### config.mk
export PLATFORM = sky130hd
export DESIGN_NAME = addr_port
export DESIGN_NICKNAME = d
export VERILOG_FILES = /design/src/rtl/gpio_port_pkg.sv /design/src/rtl/port_sync.sv /design/src/rtl/port_regs.sv /design/src/rtl/port_pin_mux.sv /design/src/rtl/addr_port.sv
export SDC_FILE = /design/constraint.sdc
export NUM_CORES = 1
export LEC_CHECK = 0
export CORE_AREA = 2 2 71 80
export CTS_CLUSTER_SIZE = 16
export DETAILED_ROUTE_END_ITERATION = 6
export DIE_AREA = 0 0 73 82
export PLACE_DENSITY = 0.79
export REMOVE_ABC_BUFFERS = 1
export SLEW_MARGIN = 20
export SYNTH_ARGS = -nofsm -noshare
export SYNTH_HDL_FRONTEND = slang
export SYNTH_SLANG_ARGS = --single-unit
### constraint.sdc
create_clock -name clk -period 2.2 [get_ports clk]
set_input_delay 0.33 -clock clk [delete_from_list [all_inputs] [get_ports clk]]
set_output_delay 0.33 -clock clk [all_outputs]
set_load 0.1 [all_outputs]
### src/rtl/gpio_port_pkg.sv
`timescale 1ns/1ps
package gpio_port_pkg;

  typedef enum logic [1:0] {
    MC_ADDR_BUS = 2'd0,
    MC_ADDR_MIX = 2'd1,
    MC_SINGLE   = 2'd2
  } mode_class_e;

  function automatic mode_class_e classify_mode(input logic [2:0] m);
    mode_class_e c;
    case (m)
      3'd1, 3'd2, 3'd3, 3'd4: c = MC_ADDR_BUS;
      3'd5, 3'd6:             c = MC_ADDR_MIX;
      default:                c = MC_SINGLE;
    endcase
    return c;
  endfunction

endpackage

### src/rtl/port_sync.sv
`timescale 1ns/1ps
module port_sync #(
  parameter int WIDTH  = 8,
  parameter int STAGES = 2
) (
  input  logic             clk,
  input  logic             rst_n,
  input  logic [WIDTH-1:0] d_i,
  output logic [WIDTH-1:0] q_o
);
  logic [STAGES-1:0][WIDTH-1:0] stage_q;
  logic [STAGES-1:0][WIDTH-1:0] stage_d;

  genvar s;
  generate
    for (s = 0; s < STAGES; s++) begin : g_stage
      if (s == 0) begin : g_first
        assign stage_d[s] = d_i;
      end else begin : g_next
        assign stage_d[s] = stage_q[s-1];
      end
      always_ff @(posedge clk or negedge rst_n) begin
        if (!rst_n) stage_q[s] <= '0;
        else        stage_q[s] <= stage_d[s];
      end
    end
  endgenerate

  assign q_o = stage_q[STAGES-1];
endmodule

### src/rtl/port_regs.sv
`timescale 1ns/1ps
module port_regs
  import gpio_port_pkg::*;
#(
  parameter int                WIDTH    = 8,
  parameter int                ADDR_W   = 16,
  parameter logic [ADDR_W-1:0] DIR_ADDR = 16'hFFC1,
  parameter logic [ADDR_W-1:0] DAT_ADDR = 16'hFFC3,
  parameter logic [ADDR_W-1:0] PUL_ADDR = 16'hFFD8
) (
  input  logic              clk,
  input  logic              rst_n,
  input  mode_class_e       mclass_i,
  input  logic [ADDR_W-1:0] addr_i,
  input  logic [WIDTH-1:0]  wdata_i,
  input  logic              we_i,
  input  logic [WIDTH-1:0]  pin_sync_i,
  output logic [WIDTH-1:0]  dir_eff_o,
  output logic [WIDTH-1:0]  dat_o,
  output logic [WIDTH-1:0]  pul_o,
  output logic [WIDTH-1:0]  rdata_o
);
  logic             locked;
  logic             hit_dir, hit_dat, hit_pul;
  logic             dir_en, dat_en, pul_en;
  logic [WIDTH-1:0] dir_q, dir_d;
  logic [WIDTH-1:0] dat_q, dat_d;
  logic [WIDTH-1:0] pul_q, pul_d;

  assign locked  = (mclass_i == MC_ADDR_BUS);
  assign hit_dir = (addr_i == DIR_ADDR);
  assign hit_dat = (addr_i == DAT_ADDR);
  assign hit_pul = (addr_i == PUL_ADDR);

  // next-state and clock enables
  always_comb begin
    dir_en = locked | (we_i & hit_dir);
    dat_en = we_i & hit_dat;
    pul_en = we_i & hit_pul;
    dir_d  = locked ? '1 : wdata_i;
    dat_d  = wdata_i;
    pul_d  = wdata_i;
  end

  always_ff @(posedge clk or negedge rst_n) begin
    if (!rst_n) begin
      dir_q <= '0;
      dat_q <= '0;
      pul_q <= '0;
    end else begin
      if (dir_en) dir_q <= dir_d;
      if (dat_en) dat_q <= dat_d;
      if (pul_en) pul_q <= pul_d;
    end
  end

  assign dir_eff_o = locked ? '1 : dir_q;
  assign dat_o     = dat_q;
  assign pul_o     = pul_q;

  always_comb begin
    if (hit_dir)      rdata_o = '1;
    else if (hit_dat) rdata_o = (dir_eff_o & dat_q) | (~dir_eff_o & pin_sync_i);
    else if (hit_pul) rdata_o = pul_q;
    else              rdata_o = '0;
  end
endmodule

### src/rtl/port_pin_mux.sv
`timescale 1ns/1ps
module port_pin_mux
  import gpio_port_pkg::*;
#(
  parameter int WIDTH = 8
) (
  input  mode_class_e      mclass_i,
  input  logic [WIDTH-1:0] dir_eff_i,
  input  logic [WIDTH-1:0] dat_i,
  input  logic [WIDTH-1:0] pul_i,
  input  logic [WIDTH-1:0] ext_addr_i,
  output logic [WIDTH-1:0] out_o,
  output logic [WIDTH-1:0] oe_o,
  output logic [WIDTH-1:0] pu_o
);
  logic use_addr;
  logic pu_allowed;

  assign use_addr   = (mclass_i != MC_SINGLE);
  assign pu_allowed = (mclass_i != MC_ADDR_BUS);

  genvar b;
  generate
    for (b = 0; b < WIDTH; b++) begin : g_pin
      logic src;
      assign src     = use_addr ? ext_addr_i[b] : dat_i[b];
      assign oe_o[b] = dir_eff_i[b];
      assign out_o[b] = dir_eff_i[b] & src;
      assign pu_o[b]  = pu_allowed & pul_i[b] & ~dir_eff_i[b];
    end
  endgenerate
endmodule

### src/rtl/addr_port.sv
`timescale 1ns/1ps
module addr_port
  import gpio_port_pkg::*;
#(
  parameter int                WIDTH       = 8,
  parameter int                ADDR_W      = 16,
  parameter int                SYNC_STAGES = 2,
  parameter logic [ADDR_W-1:0] DIR_ADDR    = 16'hFFC1,
  parameter logic [ADDR_W-1:0] DAT_ADDR    = 16'hFFC3,
  parameter logic [ADDR_W-1:0] PUL_ADDR    = 16'hFFD8
) (
  input  logic              clk,
  input  logic              rst_n,
  input  logic [2:0]        mode_i,
  input  logic [ADDR_W-1:0] bus_addr_i,
  input  logic [WIDTH-1:0]  bus_wdata_i,
  input  logic              bus_we_i,
  output logic [WIDTH-1:0]  bus_rdata_o,
  input  logic [WIDTH-1:0]  ext_addr_i,
  input  logic [WIDTH-1:0]  pin_in_i,
  output logic [WIDTH-1:0]  pin_out_o,
  output logic [WIDTH-1:0]  pin_oe_o,
  output logic [WIDTH-1:0]  pull_up_o
);
  mode_class_e      mclass;
  logic [WIDTH-1:0] pin_sync;
  logic [WIDTH-1:0] dir_eff, dat, pul;

  assign mclass = classify_mode(mode_i);

  port_sync #(.WIDTH(WIDTH), .STAGES(SYNC_STAGES)) u_sync (
    .clk   (clk),
    .rst_n (rst_n),
    .d_i   (pin_in_i),
    .q_o   (pin_sync)
  );

  port_regs #(
    .WIDTH(WIDTH), .ADDR_W(ADDR_W),
    .DIR_ADDR(DIR_ADDR), .DAT_ADDR(DAT_ADDR), .PUL_ADDR(PUL_ADDR)
  ) u_regs (
    .clk        (clk),
    .rst_n      (rst_n),
    .mclass_i   (mclass),
    .addr_i     (bus_addr_i),
    .wdata_i    (bus_wdata_i),
    .we_i       (bus_we_i),
    .pin_sync_i (pin_sync),
    .dir_eff_o  (dir_eff),
    .dat_o      (dat),
    .pul_o      (pul),
    .rdata_o    (bus_rdata_o)
  );

  port_pin_mux #(.WIDTH(WIDTH)) u_mux (
    .mclass_i   (mclass),
    .dir_eff_i  (dir_eff),
    .dat_i      (dat),
    .pul_i      (pul),
    .ext_addr_i (ext_addr_i),
    .out_o      (pin_out_o),
    .oe_o       (pin_oe_o),
    .pu_o       (pull_up_o)
  );
endmodule

# Yosys cells after proc, flatten, opt, wreduce, memory -nomap -nowiden
# Cells that the tools add are included.
# word_totals
register_bits	40
latchBits	0
mem_bits_rw	0
rom_bits	0
input_bits	46
out_inout_bits	32
word_cells	73
memories	0
# op_classes
n_addsub	0
mul	0
n_div	0
order_cmp	0
eq_ne	10
shift	0
n_mux	14
bitwise_logic	40
reduce_logical	4
# op_table
operator	count
$eq 16x16->1 const B	3
$mux 8	5
$and 1x1->1	27
$and 8x8->8	2
$eq 3x3->1 const B	3
$mux 1	8
$not 1->1	8
$not 8->8	1
$or 8x8->8	1
$eq 3x2->1 const B	2
$pmux 2 s2	1
$reduce_or 4->1	1
$eq 3x1->1 const B	1
$logic_not 2->1	1
$ne 2x2->1 const B	1
$reduce_bool 2->1	1
$reduce_or 2->1	1
$or 1x1->1	1

# Logic depth before layout (Yosys ltp)
# logic_depth
word_depth	10
depth_mapped	8

# Cells and area by module
# From an unflattened synthesis, not the netlist that was laid out.
# hier_totals
hier_cells	178
hier_area_um2	1996.9
# by_module_without_submodules
mod	n_inst	cells_per_inst	area_each_um2	seq_area_each_um2
port_regs	1	114	1277.5	600.6
port_sync	1	16	400.4	400.4
port_pin_mux	1	43	289.0	0.0
addr_port	1	5	30.0	0.0

# Least setup slack after synthesis
# No wires, ideal clock.
# synth_path
path_type	input -> output
startpoint	input mode_i[0]
endpoint	output pin_out_o[0]
arrival_time_ns	2.584
setup_slack_ns	-0.714
path_stages	4
path_buffers	2
path_cell_list	clkbuf_1 > buf_1 > a32oi_1 > o221ai_1
# synth_between
elab_chain_cells	6
word_cells_on_any_way	14
# synth_rtl
element	line	text
start: declaration	addr_port.sv:14	input logic [2:0] mode_i,
$eq 3x1->1, or another cell as far along	gpio_port_pkg.sv:12	case (m)
$reduce_or 4->1 / $reduce_or 2->1 (equally long branches)	gpio_port_pkg.sv:12	
$pmux 2 s2 *	gpio_port_pkg.sv:12	
$ne 2x2->1 / $logic_not 2->1 (equally long branches)	port_pin_mux.sv:19, port_regs.sv:30	
$mux 1 / $mux 8 (equally long branches)	port_pin_mux.sv:26, port_regs.sv:57	
$and 1x1->1 *	port_pin_mux.sv:28	assign out_o[b] = dir_eff_i[b] & src;
end: declaration	addr_port.sv:21	output logic [WIDTH-1:0] pin_out_o,
# Every way passes the cells marked *; elsewhere a longest branch is shown, timed or not.

# Worst setup path after layout
# layout_path
startpoint	input mode_i[0]
endpoint	output bus_rdata_o[0]
# layout_between
elab_chain_cells	10
word_cells_on_any_way	17
# layout_rtl
element	line	text
$eq 3x1->1, or another cell as far along	gpio_port_pkg.sv:12	
$reduce_or 4->1 / $reduce_or 2->1 (equally long branches)	gpio_port_pkg.sv:12	
$pmux 2 s2 *	gpio_port_pkg.sv:12	
$logic_not 2->1 *	port_regs.sv:30	assign locked = (mclass_i == MC_ADDR_BUS);
$mux 8 *	port_regs.sv:57	assign dir_eff_o = locked ? '1 : dir_q;
$not 8->8	port_regs.sv:63	else if (hit_dat) rdata_o = (dir_eff_o & dat_q) | (~dir_eff_o & pin_sync_i);
$and 8x8->8	port_regs.sv:63	
$or 8x8->8 *	port_regs.sv:63	
$mux 8 *	port_regs.sv:63	
$mux 8 *	port_regs.sv:62	if (hit_dir) rdata_o = '1;
end: declaration	addr_port.sv:18	output logic [WIDTH-1:0] bus_rdata_o,
# Marks and branches as above.

==> results.json <==
{
  "rows": 28,
  "run_status": "completed",
  "area_growth_pct": 75.6,
  "initial_core_util": 0.444,
  "routabilityCongestion": 0.831,
  "via_per_inst": 5.56,
  "die_y_um": 82,
  "core-area_um2": 5220,
  "cts-root-to-sink-buffers": 2,
  "cts_tree": "done",
  "worst_tran_pin_value_ns": 0.475,
  "critPathMaxFanout": 8,
  "totalWireLength_um": 6780,
  "switching_power_mw": 0.482,
  "maximum_number_of_pins_on_one_net_before_global_route_repair": 27,
  "globalRoute.totalOverflow": 0,
  "drcViolationCount": 0,
  "port_buffers": 77,
  "leakagePower_nw": 1.79,
  "final.hold.worst_slack_ns": 0.350,
  "synth.lib_cells_used.distinct": 32,
  "floorplan.io_pins": 78,
  "timing.hold.worst.class": "flop to flop",
  "die_x_um": 73,
  "net_count_of_the_finished_layout": 383,
  "syn_area_per_cell_um2": 10.5,
  "worst_skew_pair.late_latency_ns": 0.28,
  "setup_viol_count_final": 0,
  "grt_pass1_wl_um": 11000,
  "drive_gt1_frac": 0.391,
  "grtUsageTotal": 0.243,
  "drt_pre_antenna_iters": 4,
  "yosys_register_bits": 40,
  "period_share": 0.983,
  "synth_cells": 220,
  "synthesis.area_um2": 2320,
  "portion_of_the_post_synthesis_area_used_by_sequential_elements": 0.432,
  "fmaxAchievable_mhz": 463,
  "crit_required_ns": 1.87,
  "post-place-cells": 376,
  "p_comb_frac": 0.264,
  "clock_skews_ns": 0.00244,
  "yosys_warnings": 0,
  "endpoint_kind": "primary output",
  "design.die.area_um2": 5990,
  "internal_power_mw": 1.20,
  "finalMaxSlewViolations": 0,
  "clk_pin_slew_worst_paths_ns": 0.07,
  "dpl.hpwl_um": 4870,
  "slew_headroom": 0.683,
  "mostFrequentLayoutCell": "sky130_fd_sc_hd__dfrtp_1",
  "drt.antenna.violating_nets": 0,
  "cts_num_sinks": 40,
  "grt_pass1_vias": 2334,
  "timing.max_cap.violations": 0,
  "power.clock.fraction": 0.288,
  "antennaDiodeCount": 0,
  "cts_max_level": 2,
  "p_sw_frac": 0.286,
  "routed-via-count": 2212,
  "final_hold_viol_count": 0,
  "number_of_antenna_violations_at_the_first_check_in_global_routing": 0,
  "worst_ir_drop_vdd_v": 0.000252,
  "fin_crit_ns": 2.16,
  "post_layout_nonfiller_instances": 398,
  "layout.cells.most_common_list": "sky130_fd_sc_hd__dfrtp_1 (40), sky130_fd_sc_hd__buf_4 (36), sky130_fd_sc_hd__buf_12 (35)",
  "criticalPathCategory": "input pin to primary output",
  "cp_data_arrival_time_ns": 1.83,
  "wl_per_cell_um": 17.0,
  "clock-root-buffer": "sky130_fd_sc_hd__clkbuf_8",
  "power_frac_seq": 0.448,
  "clock_buffers_created_by_tritoncts": 5,
  "start_kind": "input pin",
  "dr.first_iter.drc_count": 129,
  "power-per-cell-area_nw_per_um2": 414
}
## cells by family after synthesis
group | share of synthesized area
DFF | 0.432
adders and majority gates | 0.0345
muxes | 0.125
buffers and inverters | 0.0869
and+or+nand+nor | 0.144
AOI/OAI and AO/OA | 0.178
## synth_stat cells
| library cell | n | share of area |
|---|---|---|
| sky130_fd_sc_hd__mux2_2 | 8 | 0.039 |
| sky130_fd_sc_hd__dfrtp_1 | 40 | 0.43 |
| sky130_fd_sc_hd__nand2_2 | 1 | 0.0027 |
| sky130_fd_sc_hd__nor3b_2 | 1 | 0.0054 |
| sky130_fd_sc_hd__inv_1 | 32 | 0.052 |
| sky130_fd_sc_hd__o32ai_1 | 8 | 0.030 |
| sky130_fd_sc_hd__buf_4 | 1 | 0.0032 |
| sky130_fd_sc_hd__nand2_1 | 25 | 0.040 |
| sky130_fd_sc_hd__a32oi_1 | 8 | 0.030 |
| sky130_fd_sc_hd__nand3_4 | 1 | 0.0076 |
| sky130_fd_sc_hd__o21ai_2 | 1 | 0.0038 |
| sky130_fd_sc_hd__nor4_4 | 2 | 0.018 |
| sky130_fd_sc_hd__and2_1 | 9 | 0.024 |
| sky130_fd_sc_hd__buf_6 | 4 | 0.019 |
| sky130_fd_sc_hd__or4_1 | 1 | 0.0032 |
| sky130_fd_sc_hd__or3b_4 | 1 | 0.0049 |
| sky130_fd_sc_hd__or3_1 | 1 | 0.0027 |
| sky130_fd_sc_hd__a21oi_1 | 8 | 0.017 |
| sky130_fd_sc_hd__mux2i_1 | 8 | 0.035 |
| sky130_fd_sc_hd__nand4_1 | 1 | 0.0027 |
| sky130_fd_sc_hd__nor2_1 | 9 | 0.015 |
| sky130_fd_sc_hd__nand4bb_1 | 1 | 0.0049 |
| sky130_fd_sc_hd__buf_2 | 2 | 0.0043 |
| sky130_fd_sc_hd__clkbuf_1 | 4 | 0.0065 |
| sky130_fd_sc_hd__o221ai_2 | 2 | 0.013 |
| sky130_fd_sc_hd__mux2_4 | 8 | 0.052 |
| sky130_fd_sc_hd__buf_1 | 1 | 0.0016 |
| sky130_fd_sc_hd__nand4_2 | 1 | 0.0054 |
| sky130_fd_sc_hd__maj3_1 | 8 | 0.035 |
| sky130_fd_sc_hd__a22o_1 | 8 | 0.030 |
| sky130_fd_sc_hd__o221ai_1 | 14 | 0.053 |
| sky130_fd_sc_hd__nand4bb_2 | 1 | 0.0070 |
## worst paths after layout
kind	cells past startpoint	to	start	slack (ns)
max	7	bus_rdata_o[0]	mode_i[0]	0.04
min	0	u_sync.q_o[0]	u_sync.stage_d[8]	0.35
max reg2reg	3	u_regs.dir_q[3]	u_regs.dir_q[3]	1.29
min reg2reg	0	u_sync.q_o[0]	u_sync.stage_d[8]	0.35
max in group asynchronous	3	u_regs.dir_q[1]	rst_n	1.11
min in group asynchronous	2	u_sync.stage_d[8]	rst_n	0.54
## area by class of cell
cell class | count | area (um2)
inverters | 32 | 120
multi-input cells | 136 | 1290
well taps | 60 | 75.1
fillers | 308 | 1150
flip-flops and latches | 40 | 1000
repair buffers | 122 | 1490
clock buffers | 8 | 90.1
## critical path, stage by stage
cell                              delay, ns
sky130_fd_sc_hd__clkdlybuf4s15_1       0.18
sky130_fd_sc_hd__or3_4                 0.41
sky130_fd_sc_hd__and2_4                0.18
sky130_fd_sc_hd__buf_12                0.14
sky130_fd_sc_hd__o221ai_1              0.18
sky130_fd_sc_hd__a22o_1                0.22
sky130_fd_sc_hd__buf_12                0.18
## repair_timing
| item | in CTS | in global routing |
|---|---|---|
| gates resized for setup | 50 | 15 |
| gates cloned | 1 | 0 |
| hold buffers | 1 | 0 |
| pin swaps | 14 | 9 |
| buffers inserted | 9 | 3 |
| endpoints found under the hold margin | 18 | 0 |
| endpoints found under the setup margin | 32 | 15 |
## registers in the layout, summed over array words and instances (netlist names)
name	count
u_sync.stage_d	8
u_regs.dir_q	8
u_sync.q_o	8
u_regs.dat_o	8
u_regs.pul_o	8
## per-stage QoR
stage	area [um2]	TNS [ns]	utilization	setup WS (ns)	total power, mW
after floorplan	2240	-5.75	-	-0.490	0.937
after global placement	3660	-5.88	0.700	-0.237	1.18
after detailed placement	3660	-7.35	0.700	-0.338	1.19
after CTS	3990	0	0.764	0.00199	1.69
after global routing	4070	-0.0153	0.780	-0.0153	1.76
final	4070	0	0.780	0.0383	1.69
## power by group through the flow
stage                     sequential [mW]  clock, mW  combinational [mW]
after floorplan                     0.767          0               0.170
after global placement              0.768          0               0.409
after detailed placement            0.769          0               0.416
after CTS                           0.755      0.499               0.434
after global routing                0.755      0.532               0.471
final                               0.755      0.486               0.445
## per-layer routing
metal,wire (um),track usage
met1,2790,0.317
met4,102,0.0778
met5,0,0
met3,427,0.0503
met2,3460,0.402
No activity file was read; power rests on OpenSTA's default activity.
